==> src/rtl/acf_pkg.sv <==
package acf_pkg;

    // Kind of pointer movement in one cycle
    typedef enum logic [1:0] {
        OP_IDLE = 2'b00,
        OP_PUSH = 2'b01,
        OP_POP  = 2'b10,
        OP_BOTH = 2'b11
    } fifo_op_e;

    function automatic fifo_op_e make_op(input logic push, input logic pop);
        return fifo_op_e'({pop, push});
    endfunction

endpackage

==> src/rtl/acf_store.sv <==
module acf_store #(
    parameter int W     = 8,
    parameter int DEPTH = 16,
    localparam int AW   = $clog2(DEPTH)
) (
    input  logic          clk,
    input  logic          wr_en,
    input  logic [AW-1:0] wr_addr,
    input  logic [W-1:0]  wr_word,
    input  logic [AW-1:0] rd_addr,
    output logic [W-1:0]  rd_word
);

    logic [W-1:0] mem_q [DEPTH];

    always_ff @(posedge clk) begin
        if (wr_en) mem_q[wr_addr] <= wr_word;
    end

    // Combinational read: the head word falls through with no request
    assign rd_word = mem_q[rd_addr];

endmodule

==> src/rtl/acf_ctrl.sv <==
module acf_ctrl
    import acf_pkg::*;
#(
    parameter int DEPTH   = 16,
    parameter int LO_MARK = 5,
    parameter int HI_MARK = 11,
    localparam int AW     = $clog2(DEPTH),
    localparam int CW     = AW + 1
) (
    input  logic          clk,
    input  logic          rst_n,
    input  logic          up_valid,
    input  logic          dn_ready,
    output logic          up_ready,
    output logic          dn_valid,
    output logic          wr_en,
    output logic [AW-1:0] wr_addr,
    output logic [AW-1:0] rd_addr,
    output logic [CW-1:0] fill,
    output logic          almost_empty,
    output logic          almost_full
);

    localparam logic [CW-1:0] FULL_CNT = CW'(DEPTH);
    localparam logic [CW-1:0] LO_CNT   = CW'(LO_MARK);
    localparam logic [CW-1:0] HI_CNT   = CW'(HI_MARK);

    typedef struct packed {
        logic [AW-1:0] wptr;
        logic [AW-1:0] rptr;
        logic [CW-1:0] cnt;
        logic          rdy;
        logic          vld;
        logic          lo;
        logic          hi;
    } ctrl_s;

    ctrl_s    st_q, st_d;
    logic     push, pop;
    fifo_op_e op;

    // movement only on a full handshake
    assign push = up_valid & st_q.rdy;
    assign pop  = st_q.vld & dn_ready;
    assign op   = make_op(push, pop);

    always_comb begin
        st_d = st_q;
        unique case (op)
            OP_PUSH: begin
                st_d.wptr = st_q.wptr + AW'(1);
                st_d.cnt  = st_q.cnt + CW'(1);
            end
            OP_POP: begin
                st_d.rptr = st_q.rptr + AW'(1);
                st_d.cnt  = st_q.cnt - CW'(1);
            end
            OP_BOTH: begin
                st_d.wptr = st_q.wptr + AW'(1);
                st_d.rptr = st_q.rptr + AW'(1);
            end
            default: ;
        endcase
        st_d.rdy = (st_d.cnt != FULL_CNT);
        st_d.vld = (st_d.cnt != '0);
        st_d.lo  = (st_d.cnt <= LO_CNT);
        st_d.hi  = (st_d.cnt >= HI_CNT);
    end

    always_ff @(posedge clk or negedge rst_n) begin
        if (!rst_n) begin
            st_q <= '{wptr: '0, rptr: '0, cnt: '0, rdy: 1'b0,
                      vld: 1'b0, lo: 1'b1, hi: 1'b0};
        end else begin
            st_q <= st_d;
        end
    end

    assign up_ready     = st_q.rdy;
    assign dn_valid     = st_q.vld;
    assign wr_en        = push;
    assign wr_addr      = st_q.wptr;
    assign rd_addr      = st_q.rptr;
    assign fill         = st_q.cnt;
    assign almost_empty = st_q.lo;
    assign almost_full  = st_q.hi;

    // no acceptance while every slot is taken
    p_no_overflow_r10: assert property (@(posedge clk) disable iff (!rst_n)
        (st_q.cnt == FULL_CNT) |-> !up_ready);
    // ready returns once space is available
    p_ready_space_r2: assert property (@(posedge clk) disable iff (!rst_n)
        (st_q.cnt != FULL_CNT) |=> $past(st_q.cnt != FULL_CNT) && (push || up_ready || st_q.cnt == FULL_CNT));
    // valid tracks stored data
    p_valid_data_r3: assert property (@(posedge clk) disable iff (!rst_n)
        dn_valid == (st_q.cnt != '0));
    // simultaneous push and pop keep the count
    p_count_hold_r8: assert property (@(posedge clk) disable iff (!rst_n)
        (push && pop) |=> $stable(fill));
    // empty-side flag inclusive
    p_lo_flag_r6: assert property (@(posedge clk) disable iff (!rst_n)
        almost_empty == (fill <= LO_CNT));
    // full-side flag inclusive
    p_hi_flag_r7: assert property (@(posedge clk) disable iff (!rst_n)
        almost_full == (fill >= HI_CNT));

endmodule

==> src/rtl/axi_chan_fifo.sv <==
module axi_chan_fifo #(
    parameter int DEPTH   = 16,
    parameter int ID_W    = 4,
    parameter int DATA_W  = 32,
    parameter int RESP_W  = 2,
    parameter int LO_MARK = 5,
    parameter int HI_MARK = 11,
    localparam int AW     = $clog2(DEPTH),
    localparam int CW     = AW + 1,
    localparam int W      = ID_W + DATA_W + RESP_W + 1
) (
    input  logic              clk,
    input  logic              rst_n,
    input  logic              up_valid,
    output logic              up_ready,
    input  logic [ID_W-1:0]   up_id,
    input  logic [DATA_W-1:0] up_data,
    input  logic [RESP_W-1:0] up_resp,
    input  logic              up_last,
    output logic              dn_valid,
    input  logic              dn_ready,
    output logic [ID_W-1:0]   dn_id,
    output logic [DATA_W-1:0] dn_data,
    output logic [RESP_W-1:0] dn_resp,
    output logic              dn_last,
    output logic [CW-1:0]     fill_wr,
    output logic [CW-1:0]     fill_rd,
    output logic              almost_empty,
    output logic              almost_full
);

    logic          wr_en;
    logic [AW-1:0] wr_addr, rd_addr;
    logic [W-1:0]  wr_word, rd_word;
    logic [CW-1:0] fill;

    // pack every information field into one word
    assign wr_word = {up_id, up_data, up_resp, up_last};
    assign {dn_id, dn_data, dn_resp, dn_last} = rd_word;

    acf_ctrl #(
        .DEPTH  (DEPTH),
        .LO_MARK(LO_MARK),
        .HI_MARK(HI_MARK)
    ) ctrl_i (
        .clk         (clk),
        .rst_n       (rst_n),
        .up_valid    (up_valid),
        .dn_ready    (dn_ready),
        .up_ready    (up_ready),
        .dn_valid    (dn_valid),
        .wr_en       (wr_en),
        .wr_addr     (wr_addr),
        .rd_addr     (rd_addr),
        .fill        (fill),
        .almost_empty(almost_empty),
        .almost_full (almost_full)
    );

    acf_store #(
        .W    (W),
        .DEPTH(DEPTH)
    ) store_i (
        .clk    (clk),
        .wr_en  (wr_en),
        .wr_addr(wr_addr),
        .wr_word(wr_word),
        .rd_addr(rd_addr),
        .rd_word(rd_word)
    );

    // Single clock: both count views are the same register
    assign fill_wr = fill;
    assign fill_rd = fill;

endmodule

==> config.mk <==
export PLATFORM = sky130hd
export DESIGN_NAME = axi_chan_fifo
export DESIGN_NICKNAME = d
export VERILOG_FILES = /design/src/rtl/acf_pkg.sv /design/src/rtl/acf_store.sv /design/src/rtl/acf_ctrl.sv /design/src/rtl/axi_chan_fifo.sv
export SDC_FILE = /design/constraint.sdc
export NUM_CORES = 1
export LEC_CHECK = 0
export ABC_AREA = 1
export BUFFER_PORTS_ARGS = -buffer_cell sky130_fd_sc_hd__buf_2
export CORE_ASPECT_RATIO = 0.5
export CORE_MARGIN = 1
export CORE_UTILIZATION = 55
export CTS_CLUSTER_SIZE = 14
export DETAILED_ROUTE_END_ITERATION = 10
export PLACE_DENSITY_LB_ADDON = 0.12
export SLEW_MARGIN = 20
export SYNTH_ARGS = -nofsm -noshare
export SYNTH_HDL_FRONTEND = slang
export SYNTH_SLANG_ARGS = --single-unit
==> constraint.sdc <==
create_clock -name clk -period 2.5 [get_ports clk]
set_input_delay 0 -clock clk [delete_from_list [all_inputs] [get_ports clk]]
set_output_delay 0 -clock clk [all_outputs]
set_load 0.01 [all_outputs]
# Word level (Yosys, flattened, before mapping)
# Memory sizes are Yosys's and may differ from the RTL's.
# Cells that the tools add are included.
# classes
eq_ne,4
n_mul,0
shifts,0
bitwise_logic,2
div,0
muxes,3
addsub,4
n_lt_le_gt_ge,2
reduce_logical,3
# op_table
op,count
$pmux W5 S2,1
$add A4 B1 Y4 const B,2
$add A5 B1 Y5 const B,1
$ge A5 B4 Y1 const B,1
$le A5 B3 Y1 const B,1
$ne A5 B5 Y1 const B,1
$reduce_bool A5 Y1,1
$sub A5 B1 Y5 const B,1
$eq A2 B2 Y1 const B,2
$reduce_or A2 Y1,2
$and A1 B1 Y1,2
$eq A2 B1 Y1 const B,1
$mux W1,2
# totals
mem_bits_rw,624
in_bits,43
latch_bits,0
mem_count,1
mem_bits_ro,0
word_cells,26
register_bits,17
# memory_table
memory,words,word_bits,rd,rd_ports_with_merged_regs,wr,line,source
store_i.mem_q,16,39,1,0,1,acf_store.sv:14,logic [W-1:0] mem_q [DEPTH];

# Logic depth before layout (Yosys ltp)
# Gate-level depths: netlist (run 1).
# depth
depth_word,4
mapped_depth,17
ltp_nobuf,17

# Modules after synthesis
# From an unflattened synthesis (run 1), not the netlist that was laid out.
# hier_totals
hier_cells,2647
area_unflattened_um2,27769.1
# modules_own_cells
mod,instances,cells_each,seq_area_each_um2,area_per_inst_um2
acf_store,1,2538,18738.0,26820.7
acf_ctrl,1,104,426.7,910.9
axi_chan_fifo,1,5,0.0,37.5

# Least setup slack after synthesis (run 1)
# OpenSTA, ideal clock, no wires.
# synth_path
kind,reg2reg
start,"reg ctrl_i.st_q, in the netlist ctrl_i.up_ready"
end,"mem store_i.mem_q[11][0] (netlist bit), enable pin"
path_buffers,0
path_stages_with_launch,5
period_less_slack_ns,2.877
setup_ns,0.435
t_arrival_ns,2.442
slack_ns,-0.377
required_time_ns,2.065
cell_sequence,dfrtp_1 > nand2_1 > inv_1 > nand2_1 > nor2_1
# synth_via
elab_chain_cells,3
# synth_lines
item,line,source
start: declaration,acf_ctrl.sv:38,"ctrl_s st_q, st_d;"
start signal: assignment,acf_ctrl.sv:72,"st_q <= '{wptr: '0, rptr: '0, cnt: '0, rdy: 1'b0,"
start signal: assignment,acf_ctrl.sv:75,st_q <= st_d;
$and A1 B1 Y1,acf_ctrl.sv:43,assign push = up_valid & st_q.rdy;
$mux W1,acf_store.sv:17,if (wr_en) mem_q[wr_addr] <= wr_word;
$mux W1 (not written as such),acf_store.sv:17,
end: declaration,acf_store.sv:14,
# No other way between the ends.

# Final worst setup path (run 1)
# layout_path
start,"reg ctrl_i.st_q, in the netlist ctrl_i.rd_addr[0]"
end,out dn_data[23]
# layout_via
elab_chain_cells,1
# layout_lines
item,line,source
$mem_v2 Z16 W39,n/a,
end: declaration,axi_chan_fifo.sv:23,"output logic [DATA_W-1:0] dn_data,"
# No other way between the ends.

==> impl_metrics.py, run 1 <==
metrics = {
    "critical_path": {
        "required_ns": 2.50,
        "cp_slowest_cell": "dfrtp_4",
        "critPathCaptureType": "output pin",
        "cpPeakStageDelay_ns": 0.58,
        "critPathArrivalTime_ns": 2.41,
        "start_kind": "flip-flop",
        "critPathKind": "reg -> out",
        "rrSetupSlack_ns": 0.45,
        "worstPathMaxFanout": 101,
        "crit_chain": "buf_16 > o21ai_0 > o211ai_1 > nand3_1 > nand2_1 > buf_2",
    },
    "final_layout": {
        "drive_gt1_share_pct": 11.6,
        "regArea_um2": 19200,
        "syn_to_final_growth_pct": 14.5,
        "nNetsFinal": 2120,
        "final_cell_area_um2": 29200,
        "fillCellCount": 3336,
        "num_antenna_cells": 0,
        "multi_input_area_um2": 5660,
        "fin_util_pct": 64.1,
    },
    "clock_network": {
        "clk_latency_ns": 0.58,
        "cts-htree-levels": 2,
        "cts_buffers": 55,
        "clkTransAtPathRegs_ns": 0.07,
        "root_buffer": "clkbuf_16",
        "cts.sinks": 641,
        "clock_path_buffers": 3,
        "cts_tree": "done",
    },
    "power": {
        "clockPowerShare_pct": 23.3,
        "p_switching_w": 0.0124,
        "combPwrFrac_pct": 36.8,
        "p_per_area_nw_per_um2": 1160,
        "ir_drop_uv": 915,
        "p_int_w": 0.0213,
        "totalPowerFinal_w": 0.0337,
        "swShare_pct": 36.7,
        "power_frac_seq_pct": 39.9,
        "p_leak_nw": 9.62,
    },
    "die": {
        "fp.dieH_um": 154,
        "ios": 96,
        "dieArea_um2": 47300,
        "rows": 55,
        "core_area_um2": 45500,
        "start_util_pct": 56.0,
        "die_w_um": 306,
    },
    "grt": {
        "gr-usage-all-layers_pct": 25.4,
        "grt_use_met3_pct": 3.55,
        "grt_first_pass_wirelength_um": 91200,
        "grt_overflow": 0,
        "grt_pass1_vias": 15447,
        "grt_max_degree": 102,
        "top_usage_layer": "met2",
        "met2_usage_pct": 40.7,
        "use_met1_pct": 37.8,
        "antenna_found_initial": 0,
    },
    "synth": {
        "synth_flop_cell": "edfxtp_1",
        "synth-edff-count": 624,
        "synthTopCellsByCount": "edfxtp_1 (624), nor2_1 (490), o21ai_0 (257), o211ai_1 (155), nand2_1 (86)",
        "synth_cells": 1948,
        "yosysMostFrequentCell": "edfxtp_1",
        "ys_warn_count": 0,
        "syn-cell-area_um2": 25500,
        "syn-num-nets": 1999,
        "synth.top_cell.area_share_pct": 73.5,
        "synthDistinctLibCells": 24,
        "ys_ff_latch": 641,
        "syn_avg_cell_area_um2": 13.1,
        "seq_area_frac_synth_pct": 75.2,
        "synth.area.top_cells": "edfxtp_1 (74%), nor2_1 (7.2%), o21ai_0 (5.0%)",
        "synth_top_area_cell": "edfxtp_1",
        "async_reset_ff_share_pct": 2.65,
    },
    "worst_hold_path": {
        "hold_path_class": "in -> reg",
    },
    "sta": {
        "rsz0062_at_grt": "true",
        "finClkSkew_ns": 0.0105,
        "slew_headroom_pct": 50.6,
        "hold_violations": 0,
        "final.min_clock_period_ns": 2.41,
        "worstMarginPinSlew_ns": 0.739,
        "post-route-period-util_pct": 96.3,
        "final-max-slew-violation-count": 0,
        "setup_viol": 0,
        "fmax_mhz": 415,
    },
    "route": {
        "vias": 15960,
        "drc": 0,
        "avgRoutedWirePerCell_um": 22.2,
        "wl_um": 60500,
        "ant_nets": 0,
        "drt-initial-drc-count": 1709,
        "first_pass_iters": 5,
        "vias_per_cell": 5.84,
    },
    "run_status": {
        "outcome": "complete, no violations",
    },
    "placement": {
        "dpl_cell_area_um2": 27000,
        "finalWeightedCongestion": 0.733,
        "dp_hpwl_um": 29200,
        "io_buffers": 95,
    },
    "job": {
        "cap_viol_max_count": 0,
    },
}
## routing by layer
| metal | wire length [um] | part of all wire (%) | vias to the layer above |
|---|---|---|---|
| li1 | - | - | 7369 |
| met5 | 0 | 0 | - |
| met3 | 4060 | 6.7 | 64 |
| met2 | 28400 | 47 | 571 |
| met4 | 727 | 1.2 | 0 |
| met1 | 27300 | 45 | 7956 |
## layout make-up
class                   count  share of cell area [%]
clock buffers              77                    5.10
clock inverters            15                   0.322
inverters                  18                   0.322
multi-input cells        1153                    19.4
flip-flops and latches    641                    65.7
well taps                 627                    2.69
repair buffers            199                    6.39
repair inverters            1                  0.0386
## stage by stage
stage / setup WS, ns / instances / hold WS, ns / setup TNS (ns)
2_1_floorplan: -0.377 / 1948 / -0.296 / -146.55
3_3_place_gp: 0.460 / 2588 / -0.0527 / 0
3_5_place_dp: 0.454 / 2588 / -0.0582 / 0
4_1_cts: 0.0142 / 2724 / 0.311 / 0
5_1_grt: -0.00102 / 2731 / 0.337 / -0.00102
6_report: 0.0932 / 2731 / 0.319 / 0
## registers in the layout (all words and copies together) (netlist names)
name	count
store_i.mem_q	624
ctrl_i.fill	5
ctrl_i.almost_empty	1
ctrl_i.wr_addr	4
ctrl_i.almost_full	1
ctrl_i.up_ready	1
ctrl_i.dn_valid	1
ctrl_i.rd_addr	4
## worst max-delay path: cells and delay by family, from the launching register on
| family | cells | cell delay, ns |
|---|---|---|
| AO/OA/AOI/OAI | 2 | 0.40 |
| buffers and inverters | 2 | 0.51 |
| flip-flops | 1 | 0.58 |
| AND/OR/NAND/NOR | 2 | 0.30 |
## timing repair
action | CTS | global route
gates cloned | 0 | 3
hold buffers | 44 | 0
setup buffers | 0 | 4
gates resized for setup | 2 | 10
endpoints found under the hold margin | 647 | 0
endpoints found under the setup margin | 6 | 15
## final timing paths
| check | start | to | depth (start not counted) |
|---|---|---|---|
| worst max register to register | ctrl_i.dn_valid | ctrl_i.up_ready | 13 |
| min in group asynchronous | rst_n | ctrl_i.almost_empty | 3 |
| worst max-delay path | ctrl_i.rd_addr[0] | dn_data[23] | 6 |
| max in group asynchronous | rst_n | ctrl_i.rd_addr[0] | 4 |
| worst min-delay path | up_valid | ctrl_i.wr_addr[0] | 4 |
| worst min register to register | ctrl_i.fill[0] | ctrl_i.fill[0] | 1 |
## power groups by stage
| stage | Sequential (W) | Clock, W | Combinational [W] |
|---|---|---|---|
| after floorplan | 0.0135 | 0 | 0.00783 |
| after global placement | 0.0136 | 0 | 0.0119 |
| after detailed placement | 0.0136 | 0 | 0.0120 |
| after CTS | 0.0134 | 0.00796 | 0.0121 |
| after global routing | 0.0135 | 0.00834 | 0.0137 |
| final | 0.0134 | 0.00787 | 0.0124 |
## cell usage in the layout, fill, tap and decap left out
cell | synthesis | routed
inv_1 | 16 | 15
bufinv_16 | 0 | 1
xor2_1 | 7 | 7
inv_8 | 0 | 1
dfrtp_4 | 0 | 3
dfstp_2 | 1 | 1
o211ai_2 | 1 | 1
a21oi_1 | 1 | 1
o21ai_1 | 78 | 79
clkinv_1 | 0 | 11
nand3_1 | 67 | 67
nand4_1 | 2 | 2
edfxtp_1 | 624 | 624
clkbuf_8 | 0 | 3
clkbuf_16 | 0 | 57
buf_12 | 1 | 27
nor2_4 | 0 | 16
o211ai_1 | 155 | 155
nand2_1 | 86 | 85
nand2_2 | 0 | 1
inv_6 | 1 | 2
buf_6 | 16 | 1
o21ai_0 | 257 | 256
dlygate4sd3_1 | 0 | 44
xnor2_1 | 1 | 1
ha_1 | 8 | 8
dfrtp_1 | 16 | 12
clkinv_16 | 0 | 1
nor2_1 | 490 | 474
buf_16 | 0 | 6
buf_2 | 32 | 95
inv_2 | 1 | 2
dfrtp_2 | 0 | 1
clkinv_2 | 0 | 1
buf_4 | 7 | 24
clkbuf_1 | 62 | 19
## cell families (layout without fill, tap and decap cells)
kind of cell / count (synthesis) / in the layout / synth area share [%]
flip-flops: 641 / 641 / 75.2
XOR/XNOR: 8 / 8 / 0.275
AO/OA/AOI/OAI: 492 / 492 / 11.2
buffers and inverters: 154 / 310 / 3.08
AND/OR/NAND/NOR: 645 / 645 / 9.85
adder cells (fa/ha/maj): 8 / 8 / 0.393
Note: power is estimated with default switching activity, not from simulation.
==> inputs of run 2 (changes only) <==
--- a/config.mk
+++ b/config.mk
@@ -12,7 +12,8 @@
 export CORE_UTILIZATION = 55
 export CTS_CLUSTER_SIZE = 14
 export DETAILED_ROUTE_END_ITERATION = 10
-export PLACE_DENSITY_LB_ADDON = 0.12
+export PLACE_DENSITY_LB_ADDON = 0.1
+export SETUP_SLACK_MARGIN = 0.02
 export SLEW_MARGIN = 20
 export SYNTH_ARGS = -nofsm -noshare
 export SYNTH_HDL_FRONTEND = slang
==> run 2 against run 1 <==
Clock skew rose by 0.0048 ns. Core utilization rose by 0.12 points. Critical path depth rose by 1. Wire length rose by 1.5%. Register-to-register slack got worse by 0.07 ns. Sequential share of layout area fell by 0.12 points. Hold slack got worse by 0.024 ns. Worst setup slack improved by 0.020 ns. Final cell count rose by 0.62%.
==> impl_metrics.py, run 2 (synthesis results as in run 1) <==
metrics = {
    "run_status": {
        "outcome": "complete, no violations",
    },
    "job": {
        "cap_viol_max_count": 0,
    },
    "critical_path": {
        "cp.depth": 7,
        "crit_chain": "buf_4 > clkbuf_16 > o21ai_0 > o21ai_1 > o211ai_1 > nand2_1 > buf_2",
        "cp_top_family": "buffers and inverters",
        "reg2regPathDepth": 13,
        "critPathKind": "reg -> out",
        "endpoint": "dn_data[12]",
        "worstPathMaxFanout": 37,
        "critPathArrivalTime_ns": 2.39,
        "rrSetupSlack_ns": 0.38,
        "cp_slowest_cell": "dfrtp_4",
        "crit_buf_inv": 3,
        "required_ns": 2.50,
        "r2r_start": "ctrl_i.dn_valid",
        "reg2reg_to": "ctrl_i.up_ready",
        "critPathCaptureType": "output pin",
        "cpPeakStageDelay_ns": 0.59,
        "crit_start": "ctrl_i.rd_addr[0]",
        "start_kind": "flip-flop",
    },
    "route": {
        "wl_um": 61400,
        "avgRoutedWirePerCell_um": 22.3,
        "drc": 0,
        "ant_nets": 0,
        "vias": 16023,
        "drt-initial-drc-count": 1906,
        "first_pass_iters": 5,
        "vias_per_cell": 5.83,
    },
    "final_layout": {
        "syn_to_final_growth_pct": 14.7,
        "final_cell_area_um2": 29200,
        "regMostFlops": "store_i.mem_q",
        "num_antenna_cells": 0,
        "reg_top3": "store_i.mem_q: 624 flops, ctrl_i.fill: 5 flops",
        "mostFrequentLayoutCells": "edfxtp_1 (624), nor2_1 (474), o21ai_0 (254)",
        "largest_reg_flops": 624,
        "final_common_cell": "edfxtp_1",
        "fin_util_pct": 64.2,
        "final_cells": 2748,
        "fillCellCount": 3389,
        "drive_gt1_share_pct": 12.3,
        "nNetsFinal": 2137,
    },
    "grt": {
        "grt_max_degree": 147,
        "antenna_found_initial": 0,
        "gr-usage-all-layers_pct": 24.7,
        "grt_pass1_vias": 15060,
        "grt_first_pass_wirelength_um": 88700,
        "grt_overflow": 0,
    },
    "placement": {
        "dpl_cell_area_um2": 26900,
        "dp_hpwl_um": 30800,
        "dp.cells": 2594,
        "finalWeightedCongestion": 0.772,
        "io_buffers": 95,
    },
    "sta": {
        "worstMarginPinSlew_ns": 0.749,
        "slew_headroom_pct": 49.9,
        "fmax_mhz": 419,
        "setup_viol": 0,
        "post-route-period-util_pct": 95.5,
        "final.min_clock_period_ns": 2.39,
        "rsz0062_at_grt": "true",
        "hold_violations": 0,
        "finClkSkew_ns": 0.0153,
        "hold_ws_ns": 0.295,
        "final-max-slew-violation-count": 0,
    },
    "die": {
        "ios": 96,
        "rows": 55,
        "core_area_um2": 45500,
        "die_w_um": 306,
        "start_util_pct": 56.0,
        "dieArea_um2": 47300,
        "fp.dieH_um": 154,
    },
    "clock_network": {
        "clk_latency_ns": 0.58,
        "clkTransAtPathRegs_ns": 0.06,
        "cts_buffers": 54,
        "cts-htree-levels": 2,
        "cts_tree": "done",
        "root_buffer": "clkbuf_16",
        "clock_path_buffers": 3,
        "cts.sinks": 641,
    },
    "power": {
        "p_per_area_nw_per_um2": 1160,
        "p_leak_nw": 9.69,
        "ir_drop_uv": 678,
        "totalPowerFinal_w": 0.0338,
    },
    "worst_hold_path": {
        "hold_path_class": "in -> reg",
    },
}
[run 2: cell count changes in the layout (fill, tap and decap cells not counted), sizes merged]
| cell | change |
|---|---|
| buf | +16 |
| bufinv | -1 |
| clkinv | +3 |
| inv | -1 |
[run 2: timing repair]
item | 4_1_cts | 5_1_grt
pin swaps | 1 | 1
hold buffers | 44 | 0
setup endpoints to repair | 21 | 37
hold endpoints to repair | 647 | 0
cloned | 0 | 8
buffers inserted | 1 | 10
resized for setup | 5 | 6
[run 2: area by class of cell]
cell class / instances / area [um^2] / area share, %
Timing Repair Buffer: 216 / 1920 / 6.57
Tap cell: 627 / 785 / 2.68
Multi-Input combinational cell: 1153 / 5660 / 19.4
Clock buffer: 76 / 1510 / 5.16
Timing Repair inverter: 2 / 22.5 / 0.0771
Clock inverter: 15 / 58.8 / 0.201
Sequential cell: 641 / 19200 / 65.6
Inverter: 18 / 93.8 / 0.321
[run 2: how the worst min path moves through the flow]
stage / startpoint / to / depth (start not counted)
4_1_cts: dn_ready / ctrl_i.rd_addr[1] / 5
3_3_place_gp: rst_n / ctrl_i.fill[3] / 1
6_report: dn_ready / ctrl_i.rd_addr[1] / 5
2_1_floorplan: rst_n / ctrl_i.almost_full / 0
5_1_grt: up_data[7] / store_i.mem_q[9][10] / 2
3_5_place_dp: rst_n / ctrl_i.almost_full / 1
[run 2: report_power, final]
group | total, W | internal, W | switching [W]
clock network | 0.00776 | 0.00416 | 0.00360
registers | 0.0134 | 0.0130 | 0.000407
logic | 0.0126 | 0.00418 | 0.00847
total | 0.0338 | 0.0213 | 0.0125
[run 2: per-layer routing]
metal,wire [um],vias up,part of all wire [%],global-route usage [%]
li1,-,7394,-,-
met1,28200,7956,46,38.2
met2,27700,595,45,37.5
met3,4620,78,7.5,3.80
met4,880,0,1.4,5.31
met5,0,-,0,0
[run 2: through the flow]
step | setup TNS [ns] | worst slack (ns)
after floorplan | -146.55 | -0.377
after global placement | 0 | 0.471
after detailed placement | 0 | 0.424
after CTS | -0.00104 | -0.00104
after global routing | -0.00749 | -0.00431
final | 0 | 0.113
[run 2: worst register-to-register path, stage by stage, from the launching register on]
cell     delay [ns]
dfrtp_1        0.38
nand2_1        0.14
inv_1          0.11
ha_1           0.29
nand2_1        0.09
inv_1          0.05
nor2_1         0.12
ha_1           0.24
nand2_1        0.06
nand2_1        0.09
nor2_1         0.12
nand3_1        0.08
nor2_1         0.17
nand2_1        0.07
==> inputs of run 3 (changes only) <==
--- a/config.mk
+++ b/config.mk
@@ -10,6 +10,7 @@
 export CORE_ASPECT_RATIO = 0.5
 export CORE_MARGIN = 1
 export CORE_UTILIZATION = 55
+export CTS_BUF_LIST = sky130_fd_sc_hd__clkbuf_4 sky130_fd_sc_hd__clkbuf_8 sky130_fd_sc_hd__clkbuf_16
 export CTS_CLUSTER_SIZE = 14
 export DETAILED_ROUTE_END_ITERATION = 10
 export PLACE_DENSITY_LB_ADDON = 0.1
==> run 3 against run 2 <==
Clock power is 2% higher. Hold slack worse by 0.0025 ns. Combinational power hardly changed. Clock skew is 0.00083 ns higher. Critical endpoint is now dn_data[24]. Largest power group unchanged.
==> impl_metrics.py, run 3 (synthesis results as in run 1) <==
metrics = {
    "final_layout": {
        "num_antenna_cells": 0,
        "syn_to_final_growth_pct": 14.9,
        "drive_gt1_share_pct": 13.1,
        "nNetsFinal": 2137,
        "largest_reg_flops": 624,
        "mostFrequentLayoutCells": "edfxtp_1 (624), nor2_1 (474), o21ai_0 (253)",
        "final_cells": 2748,
        "regMostFlops": "store_i.mem_q",
        "reg_top3": "store_i.mem_q: 624 flops, ctrl_i.fill: 5 flops",
        "final_common_cell": "edfxtp_1",
    },
    "power": {
        "ir_drop_uv": 672,
        "p_per_area_nw_per_um2": 1160,
        "p_leak_nw": 9.76,
    },
    "grt": {
        "grt_pass1_vias": 15052,
        "gr-usage-all-layers_pct": 24.7,
        "grt_overflow": 0,
        "grt_first_pass_wirelength_um": 88800,
        "antenna_found_initial": 0,
        "grt_max_degree": 147,
    },
    "sta": {
        "finClkSkew_ns": 0.0162,
        "final-max-slew-violation-count": 0,
        "setup_ws_ns": 0.0803,
        "post-route-period-util_pct": 96.8,
        "worstMarginPinSlew_ns": 0.743,
        "setup_viol": 0,
        "fmax_mhz": 413,
        "rsz0062_at_grt": "true",
        "final.min_clock_period_ns": 2.42,
        "slew_headroom_pct": 50.3,
        "hold_violations": 0,
    },
    "job": {
        "cap_viol_max_count": 0,
    },
    "critical_path": {
        "cp_slowest_cell": "dfrtp_4",
        "cpPeakStageDelay_ns": 0.58,
        "required_ns": 2.50,
        "crit_chain": "buf_6 > buf_16 > o21ai_0 > o211ai_1 > nand3_1 > nand2_1 > buf_2",
        "reg2regPathDepth": 13,
        "worstPathMaxFanout": 37,
        "rrSetupSlack_ns": 0.41,
        "start_kind": "flip-flop",
        "critPathKind": "reg -> out",
        "critPathArrivalTime_ns": 2.42,
        "r2r_start": "ctrl_i.dn_valid",
        "critPathCaptureType": "output pin",
        "reg2reg_to": "ctrl_i.up_ready",
    },
    "placement": {
        "dp_hpwl_um": 30800,
        "io_buffers": 95,
        "finalWeightedCongestion": 0.772,
        "dp_slack_ns": 0.424,
        "dp.cells": 2594,
    },
    "route": {
        "vias": 16068,
        "top_layer": "met4",
        "wl_um": 61600,
        "ant_nets": 0,
        "vias_per_cell": 5.85,
        "met2WireLength_um": 27700,
        "avgRoutedWirePerCell_um": 22.4,
        "wl_met3_um": 4660,
        "first_pass_iters": 6,
        "wl_met1_um": 28300,
        "drc": 0,
        "drt-initial-drc-count": 1901,
    },
    "clock_network": {
        "cts.sinks": 641,
        "cts_buffers": 54,
        "cts-htree-levels": 2,
        "clkTransAtPathRegs_ns": 0.07,
        "cts_tree": "done",
        "root_buffer": "clkbuf_16",
        "clock_path_buffers": 3,
        "clk_latency_ns": 0.58,
    },
    "worst_hold_path": {
        "hold_end": "ctrl_i.rd_addr[1]",
        "hp-start": "dn_ready",
        "hold_path_class": "in -> reg",
        "holdPathStages": 5,
    },
    "die": {
        "start_util_pct": 56.0,
        "ios": 96,
        "core_area_um2": 45500,
        "dieArea_um2": 47300,
        "fp.dieH_um": 154,
        "die_w_um": 306,
        "rows": 55,
    },
    "run_status": {
        "outcome": "complete, no violations",
    },
}
## run 3: cell types whose count changed in the layout (fill, tap and decap cells not counted)
cell	previous run	this run
o21ai_0	254	253
clkbuf_1	18	0
buf_12	23	22
buf_16	3	4
clkbuf_4	0	18
o21ai_1	81	82
buf_6	5	6
buf_8	1	0
## run 3: worst max-delay path: cells and delay by family, from the launching register on
kind,cells,cell delay [ns]
flip-flops,1,0.58
buffers and inverters,3,0.57
AND/OR/NAND/NOR,2,0.39
AO/OA/AOI/OAI,2,0.29
## run 3: stage by stage
step                TNS [ns]  hold slack, ns  power [W]  utilization (%)  cell area (um^2)
floorplan            -146.55          -0.296     0.0214                -             25500
global placement           0         -0.0524     0.0253             59.2             26900
detailed placement         0         -0.0497     0.0254             59.2             26900
CTS                 -0.00104           0.275     0.0334             63.9             29100
global route         -0.0125           0.339     0.0359             64.4             29300
finish                     0           0.293     0.0340             64.4             29300
## run 3: what timing repair did
action,CTS,global route
setup buffers,1,10
resized for setup,5,7
setup endpoints to repair,21,37
hold endpoints to repair,647,0
pin swaps,1,1
cloned,0,8
hold buffers,44,0
## run 3: per-layer routing
metal,track usage [%],vias to the layer above
met3,3.75,78
met5,0,-
met1,38.2,7975
met2,37.7,615
met4,5.19,0
li1,-,7400
## run 3: how the worst max path moves through the flow
| stage | from | end | slack, ns | depth (start not counted) |
|---|---|---|---|---|
| after floorplan | ctrl_i.up_ready | store_i.mem_q[11][0] | -0.38 | 4 |
| after global placement | ctrl_i.dn_valid | ctrl_i.dn_valid | 0.47 | 13 |
| after detailed placement | ctrl_i.dn_valid | ctrl_i.up_ready | 0.42 | 13 |
| after CTS | ctrl_i.rd_addr[0] | dn_id[0] | -0.001 | 6 |
| after global routing | ctrl_i.rd_addr[0] | dn_resp[0] | -0.01 | 7 |
| final | ctrl_i.rd_addr[0] | dn_data[24] | 0.08 | 7 |
## run 3: final cells by class
cell class / instances / area [um^2]
Sequential cell: 641 / 19200
Fill cell: 3391 / 16200
Multi-Input combinational cell: 1153 / 5660
Timing Repair Buffer: 216 / 1920
Clock buffer: 76 / 1580
Tap cell: 627 / 785
Inverter: 18 / 93.8
Clock inverter: 15 / 58.8
Timing Repair inverter: 2 / 22.5
## run 3: power breakdown
group | total (W) | switching (W) | internal, W
sequential | 0.0134 | 0.000407 | 0.0130
clock | 0.00795 | 0.00360 | 0.00435
combinational | 0.0127 | 0.00849 | 0.00418
total | 0.0340 | 0.0125 | 0.0215
